`src/rtl/aaf_pkg.sv`:
```
package aaf_pkg;
  localparam int unsigned BYTE_W = 8;
  typedef logic [BYTE_W-1:0] byte_t;

  typedef enum logic [2:0] {
    OP_NEG = 3'd0,
    OP_DAA = 3'd1,
    OP_CPL = 3'd2,
    OP_SCF = 3'd3,
    OP_CCF = 3'd4
  } aaf_op_e;

  localparam int FL_S = 7;
  localparam int FL_Z = 6;
  localparam int FL_Y = 5;
  localparam int FL_H = 4;
  localparam int FL_X = 3;
  localparam int FL_P = 2;
  localparam int FL_N = 1;
  localparam int FL_C = 0;

  localparam byte_t LOW_FIX  = 8'h06;
  localparam byte_t HIGH_FIX = 8'h60;
  localparam byte_t BCD_MAX  = 8'h99;

  // even number of ones gives 1
  function automatic logic even_ones(byte_t v);
    return ~(^v);
  endfunction

  // copy the two undocumented mirror bits from a value
  function automatic byte_t copy_yx(byte_t f, byte_t v);
    byte_t o;
    o       = f;
    o[FL_Y] = v[5];
    o[FL_X] = v[3];
    return o;
  endfunction

  // sign, zero, parity and mirror bits from a result
  function automatic byte_t result_flags(byte_t f, byte_t v);
    byte_t o;
    o       = copy_yx(f, v);
    o[FL_S] = v[BYTE_W-1];
    o[FL_Z] = (v == '0);
    o[FL_P] = even_ones(v);
    return o;
  endfunction
endpackage

```
`src/rtl/aaf_negate.sv`:
```
module aaf_negate
  import aaf_pkg::*;
(
  input  byte_t acc,
  input  byte_t flags,
  output byte_t res,
  output byte_t res_flags
);
  localparam byte_t MIN_NEG = byte_t'(1) << (BYTE_W - 1);

  always_comb begin
    res       = ~acc + byte_t'(1);
    res_flags = result_flags(flags, res);
    res_flags[FL_H] = (acc[3:0] != 4'h0);
    res_flags[FL_P] = (acc == MIN_NEG);
    res_flags[FL_N] = 1'b1;
    res_flags[FL_C] = (acc != '0);
  end
endmodule

```
`src/rtl/aaf_decimal_adjust.sv`:
```
module aaf_decimal_adjust
  import aaf_pkg::*;
(
  input  byte_t acc,
  input  byte_t flags,
  output byte_t res,
  output byte_t res_flags,
  output logic  lo_fix,
  output logic  hi_fix
);
  byte_t step;

  always_comb begin
    lo_fix = flags[FL_H] | (acc[3:0] > 4'd9);
    hi_fix = flags[FL_C] | (acc > BCD_MAX);
    step   = (lo_fix ? LOW_FIX : '0) | (hi_fix ? HIGH_FIX : '0);
    res    = flags[FL_N] ? (acc - step) : (acc + step);
    res_flags = result_flags(flags, res);
    res_flags[FL_C] = flags[FL_C] | (acc > BCD_MAX);
    res_flags[FL_H] = acc[4] ^ res[4];
  end
endmodule

```
`src/rtl/aaf_carry_ops.sv`:
```
module aaf_carry_ops
  import aaf_pkg::*;
(
  input  logic [2:0] op,
  input  byte_t      acc,
  input  byte_t      flags,
  output byte_t      res,
  output byte_t      res_flags
);
  always_comb begin
    res       = acc;
    res_flags = flags;
    unique case (op)
      OP_CPL: begin
        res       = ~acc;
        res_flags = copy_yx(flags, ~acc);
        res_flags[FL_H] = 1'b1;
        res_flags[FL_N] = 1'b1;
      end
      OP_SCF: begin
        res_flags = copy_yx(flags, acc);
        res_flags[FL_C] = 1'b1;
        res_flags[FL_H] = 1'b0;
        res_flags[FL_N] = 1'b0;
      end
      OP_CCF: begin
        res_flags = copy_yx(flags, acc);
        res_flags[FL_H] = flags[FL_C];
        res_flags[FL_C] = ~flags[FL_C];
        res_flags[FL_N] = 1'b0;
      end
      default: begin
        res       = acc;
        res_flags = flags;
      end
    endcase
  end
endmodule

```
`src/rtl/acc_flag_unit.sv`:
```
module acc_flag_unit
  import aaf_pkg::*;
#(
  parameter int unsigned COST_W    = 4,
  parameter int unsigned NEG_COST  = 8,
  parameter int unsigned BASE_COST = 4
) (
  input  logic              clk,
  input  logic              rst_n,
  input  logic              start,
  input  logic [2:0]        op,
  input  logic [7:0]        acc_in,
  input  logic [7:0]        flags_in,
  output logic [7:0]        acc_out,
  output logic [7:0]        flags_out,
  output logic              done,
  output logic [COST_W-1:0] cost
);
  localparam logic [COST_W-1:0] NEG_C  = COST_W'(NEG_COST);
  localparam logic [COST_W-1:0] BASE_C = COST_W'(BASE_COST);

  byte_t neg_acc, neg_flags;
  byte_t daa_acc, daa_flags;
  byte_t misc_acc, misc_flags;
  logic  daa_lo_fix, daa_hi_fix;
  byte_t nxt_acc, nxt_flags;
  logic [COST_W-1:0] nxt_cost;

  aaf_negate u_neg (
    .acc       (acc_in),
    .flags     (flags_in),
    .res       (neg_acc),
    .res_flags (neg_flags)
  );

  aaf_decimal_adjust u_daa (
    .acc       (acc_in),
    .flags     (flags_in),
    .res       (daa_acc),
    .res_flags (daa_flags),
    .lo_fix    (daa_lo_fix),
    .hi_fix    (daa_hi_fix)
  );

  aaf_carry_ops u_misc (
    .op        (op),
    .acc       (acc_in),
    .flags     (flags_in),
    .res       (misc_acc),
    .res_flags (misc_flags)
  );

  always_comb begin
    nxt_cost = BASE_C;
    unique case (op)
      OP_NEG: begin
        nxt_acc   = neg_acc;
        nxt_flags = neg_flags;
        nxt_cost  = NEG_C;
      end
      OP_DAA: begin
        nxt_acc   = daa_acc;
        nxt_flags = daa_flags;
      end
      default: begin
        nxt_acc   = misc_acc;
        nxt_flags = misc_flags;
      end
    endcase
  end

  always_ff @(posedge clk) begin
    if (!rst_n) begin
      acc_out   <= '0;
      flags_out <= '0;
      cost      <= '0;
      done      <= 1'b0;
    end else begin
      done <= start;
      if (start) begin
        acc_out   <= nxt_acc;
        flags_out <= nxt_flags;
        cost      <= nxt_cost;
      end
    end
  end
endmodule

```
`config.mk`:
```
export PLATFORM = sky130hd
export DESIGN_NAME = acc_flag_unit
export DESIGN_NICKNAME = d
export VERILOG_FILES = /design/src/rtl/aaf_pkg.sv /design/src/rtl/aaf_negate.sv /design/src/rtl/aaf_decimal_adjust.sv /design/src/rtl/aaf_carry_ops.sv /design/src/rtl/acc_flag_unit.sv
export SDC_FILE = /design/constraint.sdc
export NUM_CORES = 1
export LEC_CHECK = 0
export BUFFER_PORTS_ARGS = -buffer_cell sky130_fd_sc_hd__buf_4
export CORE_ASPECT_RATIO = 0.75
export CORE_MARGIN = 2
export CORE_UTILIZATION = 25
export CTS_CLUSTER_DIAMETER = 30
export DETAILED_ROUTE_END_ITERATION = 10
export PLACE_DENSITY = 0.47
export SYNTH_ARGS = -nofsm -noshare
export SYNTH_HDL_FRONTEND = slang
export SYNTH_SLANG_ARGS = --single-unit
```
`constraint.sdc`:
```
create_clock -name clk -period 4.8 [get_ports clk]
set_input_delay 1.2 -clock clk [delete_from_list [all_inputs] [get_ports clk]]
set_output_delay 1.2 -clock clk [all_outputs]
set_load 0.02 [all_outputs]
```
; ---- Yosys cells after proc, flatten, opt, wreduce, memory -nomap -nowiden
; Cells that the tools add are included.
[classes]
add_sub_neg = 3
n_lt_le_gt_ge = 2
n_eq_ne = 5
muxes = 8
n_bitwise = 7
reduce_logical = 6
[op_table]
columns = operator, count
row1 = one-hot mux 8 bit (2 select lines), 2
row2 = one-hot mux 6 bit (3 select lines), 1
row3 = logical NOT 8 bit, 2
row4 = two-way mux 8 bit, 2
row5 = adder 8 x 1 -> 8 bit (second input constant), 1
row6 = adder 8 bit, 1
row7 = equality test 8 bit (second input constant), 1
row8 = greater-than comparator 8 bit (second input constant), 1
row9 = NOT 8 bit, 1
row10 = bitwise OR 8 bit, 1
row11 = nonzero test 8 bit, 1
row12 = parity 8 bit, 1
row13 = subtractor 8 bit, 1
row14 = two-way mux 7 bit, 1
row15 = equality test 3 x 2 -> 1 bit (second input constant), 2
row16 = greater-than comparator 4 bit (second input constant), 1
row17 = two-way mux 4 bit, 1
row18 = nonzero test 4 bit, 1
row19 = equality test 3 x 1 -> 1 bit (second input constant), 1
row20 = equality test 3 bit (second input constant), 1
row21 = logical NOT 3 bit, 1
row22 = two-way mux 3 bit, 1
row23 = NOT 1 bit, 2
row24 = bitwise OR 1 bit, 2
row25 = bitwise XOR 1 bit, 1
[word_totals]
ff_bits = 21
input_bits = 22
output_inout_bits = 21
wordCells = 35

; ---- Depth between registers and ports, before layout
; Gate-level depths: netlist (run 1).
[depth]
depth_word = 9
depth_mapped = 19
ltp_nobuf = 18

; ---- Modules after synthesis
; Synthesis (run 1) repeated with hierarchy kept, for this count alone.
[unflattened]
cells_unflattened = 277
area_unflattened_um2 = 2244.7
[modules_own_cells]
columns = module, instances, cells_per_inst, area_each_um2, seq_area_each_um2
row1 = acc_flag_unit, 1, 122, 1109.8, 380.4
row2 = aaf_decimal_adjust, 1, 79, 606.8, 0.0
row3 = aaf_carry_ops, 1, 46, 311.5, 0.0
row4 = aaf_negate, 1, 30, 216.5, 0.0

; ---- Worst setup path before layout (run 1)
; Ideal clock, no wire load.
[synth_path]
path_type = input-to-reg
from = input port acc_in[1]
to = register flags_out[2]
setup_ns = 0.125
arrival_time_ns = 4.167
required_time_ns = 4.675
setup_slack_ns = 0.509
stages = 19
n_path_buf = 1
cell_sequence = inv_1 ha_1 buf_4 o21bai_1 and4_1 nor3_2 ha_1 inv_1 o21ai_0 ha_1 o21ai_0 o2bb2ai_1 a31o_2 xnor2_1 ha_1 xnor2_1 xnor2_1 a211oi_1 o21ai_0
[synth_via]
elab_chain_cells = 9
word_cells_on_any_way = 14
classes_between = 2 x add/sub / 2 x order compare / 1 x eq/ne / 4 x mux / 4 x bitwise / 1 x reduce/logical
[synth_rtl]
columns = element, line_no
row1 = from (decl), acc_flag_unit.sv:12  ; input logic [7:0] acc_in,
row2 = greater-than comparator 8 bit or greater-than comparator 4 bit (tied branches), "aaf_decimal_adjust.sv:15, aaf_decimal_adjust.sv:14"
row3 = bitwise OR 1 bit (on tied branches), "aaf_decimal_adjust.sv:15, aaf_decimal_adjust.sv:14"
row4 = two-way mux 7 bit or two-way mux 3 bit (tied branches), aaf_decimal_adjust.sv:16  ; step = (lo_fix ? LOW_FIX : '0) | (hi_fix ? HIGH_FIX : '0);
row5 = bitwise OR 8 bit, aaf_decimal_adjust.sv:16
row6 = adder 8 bit or subtractor 8 bit (tied branches), aaf_decimal_adjust.sv:17  ; res = flags[FL_N] ? (acc - step) : (acc + step);
row7 = two-way mux 8 bit, aaf_decimal_adjust.sv:17
row8 = parity 8 bit, aaf_pkg.sv:28  ; return ~(^v);
row9 = NOT 1 bit, aaf_pkg.sv:28
row10 = one-hot mux 8 bit (2 select lines) (*), acc_flag_unit.sv:55  ; unique case (op)
row11 = to (signal assigned), acc_flag_unit.sv:82  ; flags_out <= nxt_flags;
row12 = to (decl), acc_flag_unit.sv:15  ; output logic [7:0] flags_out,
; Mark *: on every way between the ends. The rest lies on a longest branch, timed or not.
; A chain may end at the register's enable or synchronous reset.

; ---- Final worst setup path (run 1)
; Same ends and word-level chain as after synthesis.

==> results of run 1 <==
## through the flow
stage / power, mW / setup slack [ns]
after floorplan: 0.358 / 0.509
after global placement: 0.432 / 0.275
after detailed placement: 0.430 / 0.253
after CTS: 0.552 / 0.512
after global routing: 0.588 / 0.207
final: 0.548 / 0.509
## synthesized netlist by cell type, types with 2 or more instances
master    number
ha_1          18
nor3_2         3
a41oi_1        2
nand2b_1       6
dfxtp_1       19
xor2_1         7
o211ai_1       2
nand4_1        3
o221a_2        3
nor2b_1        3
mux2i_1        4
o22ai_1        4
buf_2          6
a21o_1         2
nand2_1       21
a21oi_1       12
o211a_1        2
or3_1          5
o21ai_0       22
buf_6          2
o221ai_1       3
buf_4          4
nor2_1        19
nor3_1         4
mux2_2         2
nor3b_1        3
o21a_1         4
or3b_1         2
nand3_1        2
clkbuf_1       5
xnor2_1        7
inv_1         10
a31oi_1        4
## sequential cells by signal, summed over array words and instances (netlist names)
name and flops:
flags_out 8, acc_out 8, cost 2, done 1
## cells in the final DEF, fill, tap and decap left out, types with 4 or more instances in the layout
cell type  synthesis  routed
ha_1              18      18
xnor2_1            7       7
dfxtp_1           19      19
mux2i_1            4       4
o21ai_0           22      22
xor2_1             7       7
a21oi_1           12      12
nand2b_1           6       6
o21a_1             4       4
a31oi_1            4       4
nor2_1            19      19
inv_1             10      10
buf_4              4      42
nor3_1             4       4
o22ai_1            4       4
nand2_1           21      21
or3_1              5       5
## area by class of cell
class	instances	area, um^2	area share (%)
flip-flops and latches	19	380	16.6
inverters	10	37.5	1.64
clock buffers	3	41.3	1.81
well taps	101	126	5.53
clock inverters	1	5.00	0.219
repair buffers	42	315	13.8
multi-input cells	194	1380	60.4
## logic make-up after synthesis
| kind of cell | count (synthesis) | synth area share, % |
|---|---|---|
| simple gates | 79 | 22.2 |
| compound gates | 75 | 28.6 |
| buf+inv | 27 | 7.33 |
| flops | 19 | 20.1 |
| fa+ha+maj | 18 | 11.9 |
| xor+xnor | 14 | 6.47 |
| mux | 6 | 3.30 |
| other cells | 1 | 0.198 |
## path summary, 6_finish.rpt
path             endpoint    startpoint
max          flags_out[2]     acc_in[1]
min          flags_out[1]  flags_out[1]
max reg2reg  flags_out[6]  flags_out[6]
min reg2reg  flags_out[1]  flags_out[1]
## routing by layer
| metal | vias up | share of wire [%] |
|---|---|---|
| met4 | 0 | 0.57 |
| met2 | 55 | 40 |
| li1 | 926 | - |
| met1 | 865 | 54 |
| met5 | - | 0 |
| met3 | 4 | 6.0 |
## power by group through the flow
stage          Combinational [mW]  Sequential, mW  Clock [mW]
2_1_floorplan               0.164           0.194           0
3_3_place_gp                0.252           0.180           0
3_5_place_dp                0.250           0.180           0
4_1_cts                     0.252           0.176       0.123
5_1_grt                     0.281           0.178       0.129
6_report                    0.253           0.176       0.118
## worst max-delay path, cell delays in order
cell and delay (ns):
buf_4 0.13, inv_1 0.11, ha_1 0.18, o21bai_1 0.10
and4_1 0.22, nor3_2 0.19, ha_1 0.26, inv_1 0.05
o21ai_0 0.07, ha_1 0.36, o21ai_0 0.11, o2bb2ai_1 0.13
a31o_2 0.24, xnor2_1 0.19, ha_1 0.26, xnor2_1 0.18
xnor2_1 0.10, a211oi_1 0.24, o21ai_0 0.12
==> flow_metrics.py, run 1 <==
metrics = {
    "run_status": {
        "status": "complete, no violations",
    },
    "global_routing": {
        "track_usage_pct": 14.7,
        "grt_busiest_layer": "met1",
        "grt_start_max_net_pins": 34,
        "grt_pass1_wl_um": 9640,
        "antenna_found_initial": 0,
        "grt_overflow": 0,
        "grt_use_met1_pct": 22.3,
        "grt_pass1_vias": 1801,
        "use_met2_pct": 21.2,
        "use_met3_pct": 2.94,
    },
    "placed_design": {
        "dpl_cell_area_um2": 2240,
        "dpl.cell_count": 366,
        "io_buffers": 40,
        "dp_hpwl_um": 4560,
        "gp_congestion": 0.845,
    },
    "worst_setup_path": {
        "r2r_cells": 3,
        "r2r_slack_ns": 3.66,
        "cp-start-kind": "input port",
        "required_ns": 4.94,
        "crit_fanout": 6,
        "critPathKind": "input port to flop",
        "crit_arrival_ns": 4.44,
        "critPathCaptureType": "flop",
    },
    "hold_path": {
        "hold_path_class": "flop to flop",
        "min_path_cells": 2,
    },
    "final_layout": {
        "final_core_util_pct": 31.2,
        "postLayoutCellArea_um2": 2290,
        "area_growth_pct": 20.6,
        "drive_gt1_share_pct": 22.7,
        "fill_cells": 824,
        "final_nets": 310,
        "antenna_cells": 0,
        "finalNonFillerCells": 370,
    },
    "yosys": {
        "async_flop_share_pct": 0,
        "syn-cell-area_um2": 1900,
        "synth_area_leaders": "dfxtp_1 20%, ha_1 12%, o21ai_0 5.8%",
        "synth_warnings": 0,
        "syn_avg_cell_area_um2": 7.93,
        "synthCells": 239,
        "ys.flop_type": "dfxtp_1",
        "synth_top_area_cell": "dfxtp_1",
        "synth_edf_count": 0,
        "synth_seq_cells": 19,
        "ys_types": 57,
        "synth_top_area_share_pct": 20.1,
        "synth_seq_area_share_pct": 20.1,
    },
    "sta": {
        "period_share_pct": 89.4,
        "fin_tns_setup_ns": 0,
        "timing.hold.ws_ns": 0.482,
        "slew_viol_final": 0,
        "min_period_ns": 4.29,
        "setup_viol": 0,
        "fmax_ghz": 0.233,
        "fin_skew_ns": 0,
        "rsz0062_at_grt": "false",
        "hold_viol": 0,
        "slew_headroom_pct": 59.5,
        "worst-slew-pin-transition_ns": 0.605,
    },
    "job": {
        "maxCapViolCount": 0,
    },
    "routing": {
        "remaining_drc_errors": 0,
        "drt.antenna.violating_nets": 0,
        "vias": 1850,
        "drtPass1Iterations": 4,
        "viasPerCell": 5.00,
        "drt_first_iter_violations": 87,
        "avgRoutedWirePerCell_um": 16.0,
        "routed_wl_um": 5930,
    },
    "cts": {
        "cts_root_buf": "clkbuf_8",
        "clock_path_buffers": 2,
        "cts_tree": "done",
        "clk_pin_slew_worst_paths_ns": 0.08,
        "cts-buffers-inserted": 3,
        "cts.repair.resized": 0,
        "ctsHtreeMaxLevel": 1,
        "clock_sinks": 19,
        "cts_hold_buf": 0,
        "clk_latency_ns": 0.26,
        "post_cts_buffers": 0,
    },
    "power": {
        "ir_worst_vdd_mv": 0.116,
        "sw_frac_of_total_pct": 38.1,
        "power.clock.fraction_pct": 21.6,
        "p_per_area_nw_per_um2": 240,
        "p_int_mw": 0.339,
        "pwr-share-comb_pct": 46.2,
        "power_switching_mw": 0.209,
        "seq_power_share_pct": 32.2,
        "p_leak_nw": 0.987,
    },
    "floorplan": {
        "core_area_um2": 7330,
        "die_w_um": 105,
        "die_h_um": 79.4,
        "fp.dieArea_um2": 8300,
        "ios": 43,
        "core.rowCount": 27,
        "start_util_pct": 25.9,
    },
}
Power figures use the tool's default switching activity.
==> inputs of run 2 (changes only) <==
Settings changed: BUFFER_PORTS_ARGS -buffer_cell sky130_fd_sc_hd__buf_4 to -buffer_cell sky130_fd_sc_hd__buf_2.
==> run 2 against run 1 <==
Flip-flop and latch count did not move. Via count fell by 0.81%. Worst hold slack got worse by 0.0030 ns. First-iteration DRC count rose by 64%. Combinational power fell by 4%. Maximum frequency rose by 0.83%. Clock skew did not move. Total power fell by 2.8%. Register-to-register slack barely moved. Wire length fell by 2.7%. Core utilization fell by 1.3 points. Largest cell class unchanged.
==> flow_metrics.py, run 2 (synthesis results as in run 1) <==
metrics = {
    "sta": {
        "fmax_ghz": 0.235,
        "setup_viol": 0,
        "final.setup.worst_slack_ns": 0.544,
        "min_period_ns": 4.26,
        "slew_viol_final": 0,
        "fin_skew_ns": 0,
        "fin_tns_setup_ns": 0,
        "period_share_pct": 88.7,
        "slew_headroom_pct": 60.0,
        "timing.hold.ws_ns": 0.479,
        "hold_viol": 0,
        "rsz0062_at_grt": "false",
        "worst-slew-pin-transition_ns": 0.600,
    },
    "worst_setup_path": {
        "cp-start-kind": "input port",
        "r2r_slack_ns": 3.65,
        "critPathCaptureType": "flop",
        "crit_fanout": 6,
        "r2r-start": "flags_out[6]",
        "crit_arrival_ns": 4.40,
        "required_ns": 4.94,
        "crit_start": "acc_in[1]",
        "critPathKind": "input port to flop",
    },
    "power": {
        "p_int_mw": 0.328,
        "power_switching_mw": 0.204,
        "sw_frac_of_total_pct": 38.4,
        "seq_power_share_pct": 33.0,
        "ir_worst_vdd_mv": 0.0923,
        "finalPower_mw": 0.532,
        "pwr-share-comb_pct": 45.5,
        "power.clock.fraction_pct": 21.6,
        "p_leak_nw": 0.968,
        "p_per_area_nw_per_um2": 243,
    },
    "routing": {
        "viasPerCell": 4.95,
        "remaining_drc_errors": 0,
        "avgRoutedWirePerCell_um": 15.6,
        "drtPass1Iterations": 4,
        "drt_first_iter_violations": 143,
        "routed_wl_um": 5770,
        "drt.antenna.violating_nets": 0,
        "vias": 1835,
    },
    "run_status": {
        "status": "complete, no violations",
    },
    "cts": {
        "clock_path_buffers": 2,
        "cts_hold_buf": 0,
        "clk_latency_ns": 0.26,
        "clk_pin_slew_worst_paths_ns": 0.08,
        "clock_sinks": 19,
        "cts-buffers-inserted": 3,
        "ctsHtreeMaxLevel": 1,
        "cts_tree": "done",
        "post_cts_buffers": 0,
        "cts.repair.resized": 0,
        "cts_root_buf": "clkbuf_8",
    },
    "placed_design": {
        "dp_hpwl_um": 4510,
        "dpl_cell_area_um2": 2150,
        "dpl.cell_count": 367,
        "dp_slack_ns": 0.268,
        "gp_congestion": 0.893,
        "io_buffers": 40,
    },
    "global_routing": {
        "grt_start_max_net_pins": 34,
        "grt_pass1_vias": 1686,
        "track_usage_pct": 14.4,
        "grt_pass1_wl_um": 9350,
        "antenna_found_initial": 0,
        "grt_overflow": 0,
    },
    "floorplan": {
        "fp.dieArea_um2": 8300,
        "core.rowCount": 27,
        "die_h_um": 79.4,
        "die_w_um": 105,
        "start_util_pct": 25.9,
        "core_area_um2": 7330,
        "ios": 43,
    },
    "final_layout": {
        "reg_top3": "acc_out: 8 flops, flags_out: 8 flops, cost: 2 flops",
        "antenna_cells": 0,
        "area_growth_pct": 15.7,
        "fill_cells": 822,
        "drive_gt1_share_pct": 23.0,
        "final_nets": 311,
        "finalNonFillerCells": 371,
        "layout_common_cells": "40 x buf_2, 22 x o21ai_0, 21 x nand2_1",
        "postLayoutCellArea_um2": 2190,
        "layout_commonest_cell": "buf_2",
        "final_core_util_pct": 29.9,
    },
    "job": {
        "maxCapViolCount": 0,
    },
    "hold_path": {
        "min_from": "flags_out[1]",
        "hold_path_class": "flop to flop",
    },
}
-- run 2: cell types whose count changed in the layout (fill, tap and decap cells not counted) --
cell,previous run,this run
buf_4,42,3
buf_2,0,40
-- run 2: path summary, 6_finish.rpt --
path | end | cells after the start
min | flags_out[1] | 2
max reg2reg | flags_out[6] | 3
min reg2reg | flags_out[1] | 2
max | flags_out[2] | 19
-- run 2: final cells by class --
cell class              count  area (um^2)  area share, %
multi-input cells         194         1380           62.9
flip-flops and latches     19          380           17.3
repair buffers             43          223           10.2
well taps                 101          126           5.76
clock buffers               3         41.3           1.88
inverters                  10         37.5           1.71
clock inverters             1         5.00          0.228
-- run 2: metal layers --
| layer | vias up | global-route usage (%) | routed length (um) |
|---|---|---|---|
| met5 | - | 0 | 0 |
| met4 | 0 | 0.811 | 12 |
| met3 | 2 | 2.78 | 391 |
| met2 | 56 | 19.7 | 2220 |
| met1 | 850 | 23.4 | 3150 |
| li1 | 927 | - | - |
-- run 2: power by group through the flow --
stage,clock [mW],combinational [mW],sequential [mW]
4_1_cts,0.120,0.242,0.176
5_1_grt,0.126,0.269,0.177
3_3_place_gp,0,0.242,0.179
2_1_floorplan,0,0.164,0.194
6_report,0.115,0.242,0.176
3_5_place_dp,0,0.240,0.179
-- run 2: worst max-delay path: stages --
cell and delay, ns:
buf_2 0.13, inv_1 0.12, ha_1 0.19, o21bai_1 0.10, and4_1 0.21, nor3_2 0.18
ha_1 0.26, inv_1 0.05, o21ai_0 0.07, ha_1 0.35, o21ai_0 0.10, o2bb2ai_1 0.13
a31o_2 0.24, xnor2_1 0.13, ha_1 0.29, xnor2_1 0.14, xnor2_1 0.13, a211oi_1 0.25
o21ai_0 0.12
==> inputs of run 3 (changes only) <==
Clock period 4.8 ns to 4.15 ns, I/O delays scaled along.
==> run 3 against run 2 <==
Setup slack worse by 0.33 ns. Critical path depth is 1 lower. Core utilization grew 3.2 points. Largest cell class unchanged. Sequential power up 15%. Cell count is 7.0% higher. Flip-flop and latch count is the same. Wire length rose by 2.6%.
==> flow_metrics.py, run 3 (synthesis results as in run 1) <==
metrics = {
    "routing": {
        "vias": 1915,
        "remaining_drc_errors": 0,
        "viasPerCell": 4.82,
        "routed_wl_um": 5920,
        "drtPass1Iterations": 4,
        "drt.antenna.violating_nets": 0,
        "avgRoutedWirePerCell_um": 14.9,
        "drt_first_iter_violations": 80,
    },
    "floorplan": {
        "core.rowCount": 27,
        "fp.dieArea_um2": 8300,
        "ios": 43,
        "start_util_pct": 25.9,
        "die_w_um": 105,
        "die_h_um": 79.4,
        "core_area_um2": 7330,
    },
    "worst_setup_path": {
        "cp-start-kind": "input port",
        "required_ns": 4.36,
        "r2r-start": "flags_out[6]",
        "r2r_slack_ns": 3.03,
        "critPathCaptureType": "flop",
        "r2r_cells": 3,
        "path_buf_inv": 3,
        "slowest_stage": "a2111oi_4",
        "slowest_delay_ns": 0.44,
        "crit_arrival_ns": 4.14,
        "critPathKind": "input port to flop",
        "crit_family": "adder cells",
        "crit_chain": "buf_2 -> inv_1 -> ha_2 -> o21bai_1 -> and4_1 -> nor3_2 -> ha_1 -> inv_1 -> o21ai_0 -> ha_1 -> nand2_1 -> a21oi_1 -> a2111oi_4 -> ha_4 -> nand4_1 -> or3_1 -> a31oi_1 -> a41o_1",
        "r2r-end": "flags_out[6]",
        "crit_fanout": 4,
    },
    "placed_design": {
        "dpl.cell_count": 391,
        "gp_congestion": 0.860,
        "io_buffers": 40,
        "dp_hpwl_um": 4570,
        "dp_slack_ns": -0.121,
    },
    "hold_path": {
        "min_to": "flags_out[1]",
        "min_from": "flags_out[1]",
        "hold_path_class": "flop to flop",
        "min_path_cells": 2,
    },
    "sta": {
        "min_period_ns": 3.93,
        "worst-slew-pin-transition_ns": 0.600,
        "slew_headroom_pct": 60.0,
        "fmax_ghz": 0.254,
        "slew_viol_final": 0,
        "final.setup.worst_slack_ns": 0.217,
        "fin_skew_ns": 0,
        "setup_viol": 0,
        "timing.hold.ws_ns": 0.482,
        "hold_viol": 0,
        "period_share_pct": 94.8,
    },
    "final_layout": {
        "ff_latch_area_um2": 380,
        "multi_input_comb_area_um2": 1420,
        "reg_top3": "acc_out: 8 flops, flags_out: 8 flops, cost: 2 flops",
        "fill_cells": 802,
        "finalNonFillerCells": 397,
        "antenna_cells": 0,
        "layout_common_cells": "40 x buf_2, 29 x buf_4, 21 x nand2_1, 21 x o21ai_0",
        "final_nets": 337,
        "final_core_util_pct": 33.1,
        "layout_commonest_cell": "buf_2",
        "area_growth_pct": 28.1,
        "drive_gt1_share_pct": 31.4,
    },
    "global_routing": {
        "grt_pass1_vias": 1813,
        "grt_start_max_net_pins": 34,
        "track_usage_pct": 14.5,
        "antenna_found_initial": 0,
        "grt_overflow": 0,
        "grt_pass1_wl_um": 9530,
    },
    "cts": {
        "ctsHtreeMaxLevel": 1,
        "cts_root_buf": "clkbuf_8",
        "clk_pin_slew_worst_paths_ns": 0.07,
        "clock_sinks": 19,
        "cts_hold_buf": 0,
        "clk_latency_ns": 0.26,
        "cts-buffers-inserted": 3,
        "cts_tree": "done",
        "clock_path_buffers": 2,
    },
    "power": {
        "ir_worst_vdd_mv": 0.116,
        "p_per_area_nw_per_um2": 281,
        "finalPower_mw": 0.682,
        "p_leak_nw": 1.11,
    },
    "job": {
        "maxCapViolCount": 0,
    },
    "run_status": {
        "status": "complete, no violations",
    },
}
## run 3: cell types whose count changed in the layout (fill, tap and decap cells not counted), sizes merged
| cell | previous run | this run |
|---|---|---|
| buf | 43 | 69 |
## run 3: worst max-delay path by stage
stage	start	to	slack, ns	depth (start not counted)
5_1_grt	acc_in[0]	flags_out[6]	-0.005	19
3_3_place_gp	acc_in[0]	flags_out[2]	-0.13	16
3_5_place_dp	acc_in[0]	flags_out[2]	-0.12	16
6_report	acc_in[0]	flags_out[6]	0.22	18
4_1_cts	acc_in[0]	flags_out[2]	0.15	16
2_1_floorplan	acc_in[1]	flags_out[2]	0.02	19
## run 3: final cells by class
cell class                 count  share of cell area [%]
tap                          101                    5.21
inverter                      10                    1.55
multi-input combinational    194                    58.5
clock buffer                   3                    1.70
timing repair buffer          69                    17.2
sequential                    19                    15.7
clock inverter                 1                   0.206
## run 3: stage by stage
step / area, um^2 / TNS [ns]
after floorplan: 1900 / 0
after global placement: 2330 / -0.220
after detailed placement: 2330 / -0.221
after CTS: 2370 / 0
after global routing: 2430 / -0.00531
final: 2430 / 0
## run 3: worst reg2reg max path: cells and delay by family (launching register included)
family         cells  cell delay [ns]
AO/OA/AOI/OAI      3             0.71
flip-flops         1             0.37
## run 3: power by group
part / switching, mW / leakage [nW] / internal (mW)
registers: 0.00686 / 0.158 / 0.197
clock network: 0.0663 / 0.0255 / 0.0669
logic: 0.180 / 0.922 / 0.166
## run 3: what timing repair did
item | CTS | global route
endpoints found under the setup margin | 0 | 2
buffers inserted | 0 | 2
gates resized for setup | 0 | 8
## run 3: routing by layer
metal / up-vias / global-route usage (%) / routed length, um
met1: 886 / 22.1 / 3130
met2: 49 / 21.2 / 2440
li1: 978 / - / -
met4: 0 / 1.62 / 11
met5: - / 0 / 0
met3: 2 / 3.27 / 346
